--- config.mk ---
export PLATFORM = sky130hd
export DESIGN_NAME = ts_rx_qualifier
export DESIGN_NICKNAME = d
export VERILOG_FILES = /design/src/rtl/ts_rx_pkg.sv /design/src/rtl/ts_rx_framer.sv /design/src/rtl/ts_rx_runcount.sv /design/src/rtl/ts_rx_holdregs.sv /design/src/rtl/ts_rx_qualifier.sv
export SDC_FILE = /design/constraint.sdc
export NUM_CORES = 1
export LEC_CHECK = 0
export BUFFER_PORTS_ARGS = -buffer_cell sky130_fd_sc_hd__buf_2
export CORE_UTILIZATION = 58
export CTS_CLUSTER_SIZE = 20
export DETAILED_ROUTE_END_ITERATION = 8
export HOLD_SLACK_MARGIN = 0.03
export PLACE_DENSITY = 0.78
export SLEW_MARGIN = 40
export SYNTH_ARGS = -nofsm -noshare
export SYNTH_HDL_FRONTEND = slang
export SYNTH_SLANG_ARGS = --single-unit
--- constraint.sdc ---
create_clock -name clk -period 2.6 [get_ports clk]
set_input_delay 0.26 -clock clk [delete_from_list [all_inputs] [get_ports clk]]
set_output_delay 0.26 -clock clk [all_outputs]
set_load 0.01 [all_outputs]
--- src/rtl/ts_rx_pkg.sv ---
package ts_rx_pkg;

   localparam int SYM_W = 8;

   localparam logic [SYM_W-1:0] COM_CODE = 8'hBC;
   localparam logic [SYM_W-1:0] PAD_CODE = 8'hF7;
   localparam logic [SYM_W-1:0] ID_KIND1 = 8'h4A;
   localparam logic [SYM_W-1:0] ID_KIND2 = 8'h45;

   localparam int POS_LINK = 1;
   localparam int POS_LANE = 2;
   localparam int POS_NFTS = 3;
   localparam int POS_RATE = 4;
   localparam int POS_CTL  = 5;

   localparam int CTL_LOOP_BIT  = 2;
   localparam int CTL_COMPL_BIT = 4;

   localparam int KEY_W = 2 * SYM_W + 3;

   typedef struct packed {
      logic             is_ts2;
      logic             inv;
      logic             link_k;
      logic [SYM_W-1:0] link;
      logic             lane_k;
      logic [SYM_W-1:0] lane;
      logic [SYM_W-1:0] nfts;
      logic [SYM_W-1:0] rate;
      logic [SYM_W-1:0] ctl;
   } ts_rec_t;

endpackage

--- src/rtl/ts_rx_framer.sv ---
module ts_rx_framer
   import ts_rx_pkg::*;
#(
   parameter int SET_LEN    = 16,
   parameter int ID_FIRST   = 10,
   parameter int POL_DETECT = 1
) (
   input  logic             clk,
   input  logic             rst_n,
   input  logic             sym_vld,
   input  logic [SYM_W-1:0] sym_data,
   input  logic             sym_k,
   output logic             set_done,
   output logic             set_drop,
   output ts_rec_t          set_rec
);

   localparam int IDX_W = $clog2(SET_LEN);
   localparam logic [IDX_W-1:0] I_LINK  = IDX_W'(POS_LINK);
   localparam logic [IDX_W-1:0] I_LANE  = IDX_W'(POS_LANE);
   localparam logic [IDX_W-1:0] I_NFTS  = IDX_W'(POS_NFTS);
   localparam logic [IDX_W-1:0] I_RATE  = IDX_W'(POS_RATE);
   localparam logic [IDX_W-1:0] I_CTL   = IDX_W'(POS_CTL);
   localparam logic [IDX_W-1:0] I_IDREF = IDX_W'(ID_FIRST);
   localparam logic [IDX_W-1:0] I_LAST  = IDX_W'(SET_LEN - 1);

   logic             in_set;
   logic [IDX_W-1:0] idx;
   logic             f_link_k, f_lane_k;
   logic [SYM_W-1:0] f_link, f_lane, f_nfts, f_rate, f_ctl;
   logic [SYM_W-1:0] id_ref;
   logic             id_bad;

   logic             pol_allow;
   logic             is_com;
   logic             last_sym;
   logic             id_bad_all;
   logic             cls_ok, cls_ts2, cls_inv;
   ts_rec_t          rec_next;

   generate
      if (POL_DETECT != 0) begin : g_pol_on
         assign pol_allow = 1'b1;
      end else begin : g_pol_off
         assign pol_allow = 1'b0;
      end
   endgenerate

   assign is_com     = sym_k && (sym_data == COM_CODE);
   assign last_sym   = in_set && (idx == I_LAST);
   assign id_bad_all = id_bad | sym_k | (sym_data != id_ref);

   // identifier class, evaluated with the final symbol included
   always_comb begin
      cls_ok  = 1'b0;
      cls_ts2 = 1'b0;
      cls_inv = 1'b0;
      if (!id_bad_all) begin
         if (id_ref == ID_KIND1) begin
            cls_ok = 1'b1;
         end else if (id_ref == ID_KIND2) begin
            cls_ok  = 1'b1;
            cls_ts2 = 1'b1;
         end else if (pol_allow && (id_ref == ~ID_KIND1)) begin
            cls_ok  = 1'b1;
            cls_inv = 1'b1;
         end else if (pol_allow && (id_ref == ~ID_KIND2)) begin
            cls_ok  = 1'b1;
            cls_ts2 = 1'b1;
            cls_inv = 1'b1;
         end
      end
   end

   always_comb begin
      rec_next.is_ts2 = cls_ts2;
      rec_next.inv    = cls_inv;
      rec_next.link_k = f_link_k;
      rec_next.link   = f_link;
      rec_next.lane_k = f_lane_k;
      rec_next.lane   = f_lane;
      rec_next.nfts   = f_nfts;
      rec_next.rate   = f_rate;
      rec_next.ctl    = f_ctl;
   end

   always_ff @(posedge clk or negedge rst_n) begin
      if (!rst_n) begin
         in_set   <= 1'b0;
         idx      <= '0;
         f_link_k <= 1'b0;
         f_lane_k <= 1'b0;
         f_link   <= '0;
         f_lane   <= '0;
         f_nfts   <= '0;
         f_rate   <= '0;
         f_ctl    <= '0;
         id_ref   <= '0;
         id_bad   <= 1'b0;
         set_done <= 1'b0;
         set_drop <= 1'b0;
         set_rec  <= '0;
      end else begin
         set_done <= 1'b0;
         set_drop <= 1'b0;
         if (sym_vld) begin
            if (!in_set) begin
               if (is_com) begin
                  in_set <= 1'b1;
                  idx    <= IDX_W'(1);
                  id_bad <= 1'b0;
               end else begin
                  set_drop <= 1'b1;
               end
            end else begin
               idx <= idx + IDX_W'(1);
               if (idx == I_LINK) begin
                  f_link   <= sym_data;
                  f_link_k <= sym_k;
               end
               if (idx == I_LANE) begin
                  f_lane   <= sym_data;
                  f_lane_k <= sym_k;
               end
               if (idx == I_NFTS) f_nfts <= sym_data;
               if (idx == I_RATE) f_rate <= sym_data;
               if (idx == I_CTL)  f_ctl  <= sym_data;
               if (idx == I_IDREF) begin
                  id_ref <= sym_data;
                  id_bad <= sym_k;
               end else if (idx > I_IDREF) begin
                  id_bad <= id_bad_all;
               end
               if (last_sym) begin
                  in_set <= 1'b0;
                  idx    <= '0;
                  if (cls_ok) begin
                     set_done <= 1'b1;
                     set_rec  <= rec_next;
                  end else begin
                     set_drop <= 1'b1;
                  end
               end
            end
         end
      end
   end

endmodule

--- src/rtl/ts_rx_runcount.sv ---
module ts_rx_runcount
   import ts_rx_pkg::*;
#(
   parameter int QUAL_CNT = 8
) (
   input  logic             clk,
   input  logic             rst_n,
   input  logic             set_done,
   input  logic             set_drop,
   input  logic             set_inv,
   input  logic [KEY_W-1:0] set_key,
   output logic             run_qual,
   output logic             take
);

   localparam int CNT_W = $clog2(QUAL_CNT + 1);
   localparam logic [CNT_W-1:0] CNT_TOP = CNT_W'(QUAL_CNT);

   logic [CNT_W-1:0] cnt, cnt_nx;
   logic [KEY_W-1:0] last_key;
   logic             same;

   assign same   = (cnt != '0) && (set_key == last_key);
   assign cnt_nx = !same ? CNT_W'(1) :
                   (cnt == CNT_TOP) ? cnt : cnt + CNT_W'(1);
   assign take   = set_done && !set_inv && (cnt_nx == CNT_TOP);

   always_ff @(posedge clk or negedge rst_n) begin
      if (!rst_n) begin
         cnt      <= '0;
         last_key <= '0;
         run_qual <= 1'b0;
      end else if (set_drop) begin
         cnt      <= '0;
         run_qual <= 1'b0;
      end else if (set_done) begin
         if (set_inv) begin
            cnt      <= '0;
            run_qual <= 1'b0;
         end else begin
            cnt      <= cnt_nx;
            last_key <= set_key;
            run_qual <= (cnt_nx == CNT_TOP);
         end
      end
   end

endmodule

--- src/rtl/ts_rx_holdregs.sv ---
module ts_rx_holdregs
   import ts_rx_pkg::*;
(
   input  logic             clk,
   input  logic             rst_n,
   input  logic             take,
   input  logic             set_done,
   input  ts_rec_t          set_rec,
   output logic             h_ts2,
   output logic [SYM_W-1:0] h_link,
   output logic [SYM_W-1:0] h_lane,
   output logic [SYM_W-1:0] h_nfts,
   output logic [SYM_W-1:0] h_rate,
   output logic [SYM_W-1:0] h_ctl,
   output logic             h_pad,
   output logic             h_pol
);

   logic pad_now;
   assign pad_now = set_rec.link_k && (set_rec.link == PAD_CODE) &&
                    set_rec.lane_k && (set_rec.lane == PAD_CODE);

   always_ff @(posedge clk or negedge rst_n) begin
      if (!rst_n) begin
         h_ts2  <= 1'b0;
         h_link <= '0;
         h_lane <= '0;
         h_nfts <= '0;
         h_rate <= '0;
         h_ctl  <= '0;
         h_pad  <= 1'b0;
      end else if (take) begin
         h_ts2  <= set_rec.is_ts2;
         h_link <= set_rec.link;
         h_lane <= set_rec.lane;
         h_nfts <= set_rec.nfts;
         h_rate <= set_rec.rate;
         h_ctl  <= set_rec.ctl;
         h_pad  <= pad_now;
      end
   end

   always_ff @(posedge clk or negedge rst_n) begin
      if (!rst_n)        h_pol <= 1'b0;
      else if (set_done) h_pol <= set_rec.inv;
   end

endmodule

--- src/rtl/ts_rx_qualifier.sv ---
module ts_rx_qualifier
   import ts_rx_pkg::*;
#(
   parameter int SET_LEN    = 16,
   parameter int ID_FIRST   = 10,
   parameter int QUAL_CNT   = 8,
   parameter int POL_DETECT = 1
) (
   input  logic             clk,
   input  logic             rst_n,
   input  logic             sym_vld,
   input  logic [SYM_W-1:0] sym_data,
   input  logic             sym_k,
   output logic             ts_qual,
   output logic             ts_is_ts2,
   output logic [SYM_W-1:0] link_num,
   output logic [SYM_W-1:0] lane_num,
   output logic [SYM_W-1:0] nfts,
   output logic [SYM_W-1:0] rate_id,
   output logic [SYM_W-1:0] train_ctl,
   output logic             loopback_req,
   output logic             compliance_rx,
   output logic             pad_both,
   output logic             pol_inv
);

   generate
      if (ID_FIRST <= POS_CTL || ID_FIRST >= SET_LEN - 1) begin : g_bad_id
         $error("ID_FIRST must lie after the control field and before the last symbol");
      end
      if (QUAL_CNT < 1) begin : g_bad_cnt
         $error("QUAL_CNT must be at least one");
      end
   endgenerate

   logic             w_done, w_drop, w_take;
   ts_rec_t          w_rec;
   logic [KEY_W-1:0] w_key;

   assign w_key = {w_rec.is_ts2, w_rec.link_k, w_rec.link, w_rec.lane_k, w_rec.lane};

   ts_rx_framer #(
      .SET_LEN   (SET_LEN),
      .ID_FIRST  (ID_FIRST),
      .POL_DETECT(POL_DETECT)
   ) u_framer (
      .clk     (clk),
      .rst_n   (rst_n),
      .sym_vld (sym_vld),
      .sym_data(sym_data),
      .sym_k   (sym_k),
      .set_done(w_done),
      .set_drop(w_drop),
      .set_rec (w_rec)
   );

   ts_rx_runcount #(.QUAL_CNT(QUAL_CNT)) u_run (
      .clk     (clk),
      .rst_n   (rst_n),
      .set_done(w_done),
      .set_drop(w_drop),
      .set_inv (w_rec.inv),
      .set_key (w_key),
      .run_qual(ts_qual),
      .take    (w_take)
   );

   ts_rx_holdregs u_hold (
      .clk     (clk),
      .rst_n   (rst_n),
      .take    (w_take),
      .set_done(w_done),
      .set_rec (w_rec),
      .h_ts2   (ts_is_ts2),
      .h_link  (link_num),
      .h_lane  (lane_num),
      .h_nfts  (nfts),
      .h_rate  (rate_id),
      .h_ctl   (train_ctl),
      .h_pad   (pad_both),
      .h_pol   (pol_inv)
   );

   assign loopback_req  = train_ctl[CTL_LOOP_BIT];
   assign compliance_rx = train_ctl[CTL_COMPL_BIT];

endmodule

# Yosys cells after proc, flatten, opt, wreduce, memory -nomap -nowiden

Index checks and enable logic that the tools add are counted.

Add/sub/neg operators: 2
$lt $le $gt $ge: 1
Equal/unequal tests: 19
Mux-type cells: 39
Bitwise operators: 4
Reductions and logical operators: 22

Operator list:

| kind                                          | number |
|---|---|
| == test 8 bit, second input constant          | 5 |
| 2-to-1 mux 4 bit                              | 8 |
| 2-to-1 mux 1 bit                              | 31 |
| AND reduction 3 bit                           | 8 |
| == test 19 bit                                | 1 |
| == test 4 bit, second input constant          | 4 |
| == test 8 x 7 -> 1 bit, second input constant | 2 |
| adder 4 x 1 -> 4 bit, second input constant   | 2 |
| == test 4 x 2 -> 1 bit, second input constant | 2 |
| == test 4 x 3 -> 1 bit, second input constant | 2 |
| logical AND 1 bit                             | 8 |
| != test 8 bit                                 | 1 |
| == test 4 x 1 -> 1 bit, second input constant | 1 |
| > comparator 4 bit, second input constant     | 1 |
| AND reduction 4 bit                           | 1 |
| nonzero test 2 bit                            | 2 |
| nonzero test 4 bit                            | 1 |
| != test 3 bit, second input constant          | 1 |
| NOT 1 bit                                     | 2 |
| OR 1 bit                                      | 2 |
| AND reduction 2 bit                           | 1 |
| zero test 1 bit                               | 1 |

Register bits after elaboration: 169
Input port bits: 12
Output and inout port bits: 46
Logic and storage cells: 120

# Longest topological paths before layout

Depth after elaboration: 10
Gate-level depth with buffers: 8
Depth with buffers taken out: 7

# Cells and area by module

A second synthesis with hierarchy kept.

Cells, all modules: 493
Area, all modules: 7,353.3 um^2

Modules (own cells, without submodules):

| module          | instances | cells each | area each (um^2) | sequential area each (um^2) |
|---|---|---|---|---|
| ts_rx_framer    | 1         | 285        | 4,403.0          | 2,552.4 |
| ts_rx_holdregs  | 1         | 98         | 1,641.6          | 1,076.0 |
| ts_rx_runcount  | 1         | 108        | 1,293.7          | 600.6 |
| ts_rx_qualifier | 1         | 2          | 15.0             | 0.0 |

# Least setup slack after synthesis

No wires, ideal clock.

Path type: reg-to-reg
Start point: register u_run.cnt[0]
End point: register u_hold.h_lane[0]
Setup time: 0.127 ns
Arrival time: 2.223 ns
Data required time: 2.473 ns
Path slack: 0.249 ns
Stages on the path, launching flop included: 9
Path buffers: 1
Clock period less this slack: 2.351 ns
Cells stage by stage: dfrtp_1 inv_1 ha_1 a211oi_1 a211oi_1 a2111oi_2 nand4_1 buf_1 mux2_1

Longest elaborated chain between the ends: 5
Elaborated cells on any way between the ends: 8
Classes of those cells: add/sub (1); eq/ne (2); mux (2); reduce/logical (3)

RTL lines:

| item                                                  | line                                       | source |
|---|---|---|
| from (decl)                                           | ts_rx_runcount.sv:19                       | `logic [CNT_W-1:0] cnt, cnt_nx;` |
| from (signal assigned)                                | ts_rx_runcount.sv:41                       | `cnt <= cnt_nx;` |
| adder 4 x 1 -> 4 bit, or another cell as far along    | ts_rx_runcount.sv:25                       | `(cnt == CNT_TOP) ? cnt : cnt + CNT_W'(1);` |
| 2-to-1 mux 4 bit or logical AND 1 bit (tied branches) | ts_rx_runcount.sv:25, ts_rx_runcount.sv:23 |  |
| 2-to-1 mux 4 bit (*)                                  | ts_rx_runcount.sv:24                       | `assign cnt_nx = !same ? CNT_W'(1) :` |
| == test 4 bit (*)                                     | ts_rx_runcount.sv:26                       | `assign take = set_done && !set_inv && (cnt_nx == CNT_TOP);` |
| logical AND 1 bit (*)                                 | ts_rx_runcount.sv:26                       |  |
| to (signal assigned)                                  | ts_rx_holdregs.sv:35                       | `h_lane <= set_rec.lane;` |
| to (decl)                                             | ts_rx_holdregs.sv:11                       | `output logic [SYM_W-1:0] h_lane,` |

Every way passes the cells marked *; elsewhere a longest branch is shown, timed or not.
A chain may end at the register's enable or synchronous reset.

# Worst setup path in the final report

Start point: register u_run.cnt[0]
End point: register u_hold.h_rate[2]

Longest elaborated chain between the ends: 5
Elaborated cells on any way between the ends: 8
Classes of those cells: add/sub (1); eq/ne (2); mux (2); reduce/logical (3)

RTL lines:

| item                                                  | line                                       | source |
|---|---|---|
| adder 4 x 1 -> 4 bit, or another cell as far along    | ts_rx_runcount.sv:25                       |  |
| 2-to-1 mux 4 bit or logical AND 1 bit (tied branches) | ts_rx_runcount.sv:25, ts_rx_runcount.sv:23 |  |
| 2-to-1 mux 4 bit (*)                                  | ts_rx_runcount.sv:24                       |  |
| == test 4 bit (*)                                     | ts_rx_runcount.sv:26                       |  |
| logical AND 1 bit (*)                                 | ts_rx_runcount.sv:26                       |  |
| to (signal assigned)                                  | ts_rx_holdregs.sv:37                       | `h_rate <= set_rec.rate;` |
| to (decl)                                             | ts_rx_holdregs.sv:13                       | `output logic [SYM_W-1:0] h_rate,` |

Marked as above.

==> results.yml <==
outcome:
  status: "complete, no violations"
clock_network:
  clk_latency_ps: 430
  cts_tree: "done"
  cts-htree-levels: 4
  cts_root_buf: "clkbuf_16"
  clkSlewWorstSetupHoldPaths_ps: 60
  cts_buffers: 17
  cts_buffer_depth: 2
  ctsResizeCount: 0
  clock_sinks: 169
yosys:
  synth.distinct_cells: 43
  synth_edf_count: 0
  ys_seq_elements: 169
  ys.flop_type: "dfrtp_1"
  ys_seq_area_share_pct: 58.3
  synth-async-reset-ratio_pct: 100
  yosysWarnings: 0
  netlist_area_mm2: 0.00726
  synth_nets: 539
  syn_inst: 521
  syn_area_per_cell_um2: 13.9
route:
  firstDrtPassIters: 4
  top_layer_used: "met4"
  wl_met2_um: 7290
  met3_wirelength_um: 468
  num_vias: 4341
  wl_met1_um: 6480
  via_per_inst: 5.61
  antenna_left: 0
  drc: 0
  wl_per_cell_um: 18.6
  drt-total-wl_um: 14400
  drt_first_iter_violations: 424
cells_and_area:
  layout-drive-gt1-share_pct: 36.0
  antenna_cells: 0
  multi_input_area_mm2: 0.00283
  fin_util_pct: 68.8
  final-seq-area_mm2: 0.00423
  fill_cells: 875
  finalNonFillerCells: 774
  fin_nets: 611
  area_growth_pct: 14.8
setup_path:
  crit_buf_inv: 2
  cp_slowest_stage_delay_ps: 400
  cp-end-kind: "register"
  crit_slowest_cell: "dfrtp_1"
  path_cells: "inv_1 > ha_1 > a211oi_1 > a211oi_1 > a2111oi_2 > nand4_1 > buf_4 > mux2_1"
  crit_required_ps: 2900
  ff2ff_path_depth: 8
  criticalPathCategory: "register to register"
  critPathTopFamily: "compound AO/OA/AOI/OAI gates"
  worst-path-stages: 8
  start_kind: "register"
  cp_common_cell: "a211oi_1"
  cp.arrival_ps: 2760
  worstPathMaxFanout: 23
floorplanning:
  ios: 58
  dieHeight_um: 114
  die_area_mm2: 0.0130
  fp.coreArea_mm2: 0.0121
  start_util_pct: 59.9
  die_x_um: 114
  placementRows: 40
placed_design:
  dp_hpwl_um: 9690
  dp.cells: 739
  numPortBuffers: 57
  gp_congestion: 0.905
global_route:
  grt_max_degree: 61
  grt_overflow: 0
  antenna_found_initial: 0
  grtUsageTotal_pct: 24.6
  grt_pass1_wl_um: 23800
  grt_pass1_vias: 4593
pwr:
  p_int_mw: 4.26
  max-vdd-ir-drop_mv: 0.478
  power_density_mw_per_mm2: 656
  p_comb_share_pct: 5.2
  switching_share_pct: 22.1
  p_clk_share_pct: 43.6
  p_seq_share_pct: 51.2
  p_leak_nw: 4.34
  switchingPower_mw: 1.21
sta:
  max_freq_mhz: 407
  fin_skew_ps: 9.41
  maxSlewViolCount: 0
  period_needed_ps: 2460
  hold_viol_final: 0
  relSlewSlack_pct: 55.9
  min_period_over_period_pct: 94.4
  tightestPinTransition_ps: 659
  setup_viol: 0
hold_path:
  worstHoldPathType: "input pin to register"
  min_path_cells: 2
run:
  maxCapViolCount: 0
## path summary, 6_finish.rpt
check | startpoint | endpoint | slack (ps)
worst max-delay path | u_run.cnt[0] | u_hold.h_rate[2] | 140
worst min-delay path | sym_k | u_framer.f_link_k | 180
worst max register to register | u_run.cnt[0] | u_hold.h_rate[2] | 140
worst min register to register | u_run.run_qual | u_run.run_qual | 480
max in group asynchronous | rst_n | u_framer.f_lane[3] | 1420
min in group asynchronous | rst_n | u_run.last_key[0] | 370
## cells in the mapped netlist (5+ instances only)
master    count  area share, %
mux2_1       24            3.7
ha_1          6            1.0
o21ai_0       9           0.62
dfrtp_1     169             58
nand2_1      71            3.7
inv_1        10           0.52
nand3_1       7           0.48
mux2_2       69             11
nor3_1        5           0.34
xnor2_1      18            2.2
mux2_4       44            9.1
nor2_1        5           0.26
xor2_1       11            1.3
clkbuf_1     13           0.67
nand4_1      12            1.0
## registers in the layout (all words and copies together), names as in the netlist, 4 cells and up
| signal | flops |
|---|---|
| u_framer.f_ctl | 8 |
| u_framer.f_lane | 8 |
| u_framer.f_link | 8 |
| u_framer.f_nfts | 8 |
| u_framer.f_rate | 8 |
| u_framer.id_ref | 8 |
| u_framer.idx | 4 |
| u_framer.set_rec | 44 |
| u_hold.h_ctl | 8 |
| u_hold.h_lane | 8 |
| u_hold.h_link | 8 |
| u_hold.h_nfts | 8 |
| u_hold.h_rate | 8 |
| u_run.cnt | 4 |
| u_run.last_key | 19 |
## power groups by stage
stage,registers [mW],logic [mW],clock network (mW)
2_1_floorplan,2.81,0.166,0
3_3_place_gp,2.83,0.261,0
3_5_place_dp,2.84,0.282,0
4_1_cts,2.79,0.289,2.43
5_1_grt,2.80,0.316,2.53
6_report,2.80,0.285,2.38
## per-stage QoR
stage | power, mW | hold slack [ps] | area (µm²) | TNS [ps] | setup WS, ps
6_report | 5.46 | 179 | 8330 | 0 | 145
2_1_floorplan | 2.98 | -35.6 | 7260 | 0 | 249
3_3_place_gp | 3.09 | 256 | 7740 | 0 | 235
4_1_cts | 5.51 | 168 | 8310 | 0 | 69.5
3_5_place_dp | 3.12 | 254 | 7740 | 0 | 84.3
5_1_grt | 5.65 | 173 | 8330 | -13.9 | -13.1
## routing by layer
| metal | up-vias | GRT usage [%] |
|---|---|---|
| li1 | 1965 | - |
| met2 | 108 | 40.6 |
| met5 | - | 0 |
| met3 | 17 | 5.58 |
| met1 | 2251 | 31.8 |
| met4 | 0 | 10.0 |
## timing repair
action,in CTS,in global routing
setup endpoints to repair,0,41
hold buffers,1,0
endpoints found under the hold margin,57,0
setup buffers,0,2
## cell type report
cell class | count | share of cell area [%]
clock buffers | 25 | 5.95
clock inverters | 7 | 0.796
inverters | 10 | 0.451
multi-input cells | 321 | 34.0
flip-flops and latches | 169 | 50.8
well taps | 168 | 2.52
repair buffers | 74 | 5.51
## logic make-up (layout without fill, tap and decap cells)
| logic type | Yosys count | count (layout) | share of synthesized area [%] |
|---|---|---|---|
| xor+xnor | 29 | 29 | 3.50 |
| compound gates | 27 | 27 | 2.62 |
| buf+inv | 31 | 116 | 2.71 |
| mux | 138 | 138 | 23.7 |
| fa+ha+maj | 6 | 6 | 1.03 |
| simple gates | 121 | 121 | 8.17 |
| flops | 169 | 169 | 58.3 |
## cells in the final DEF, fill, tap and decap left out, types with 11 or more instances in the layout
master	netlist	final
clkbuf_16	0	17
mux2_2	69	69
buf_4	2	13
nand4_1	12	12
nand2_1	71	71
xor2_1	11	11
buf_2	0	56
mux2_4	44	44
dfrtp_1	169	169
xnor2_1	18	18
mux2_1	24	24
Note: power is estimated with default switching activity, not from simulation.
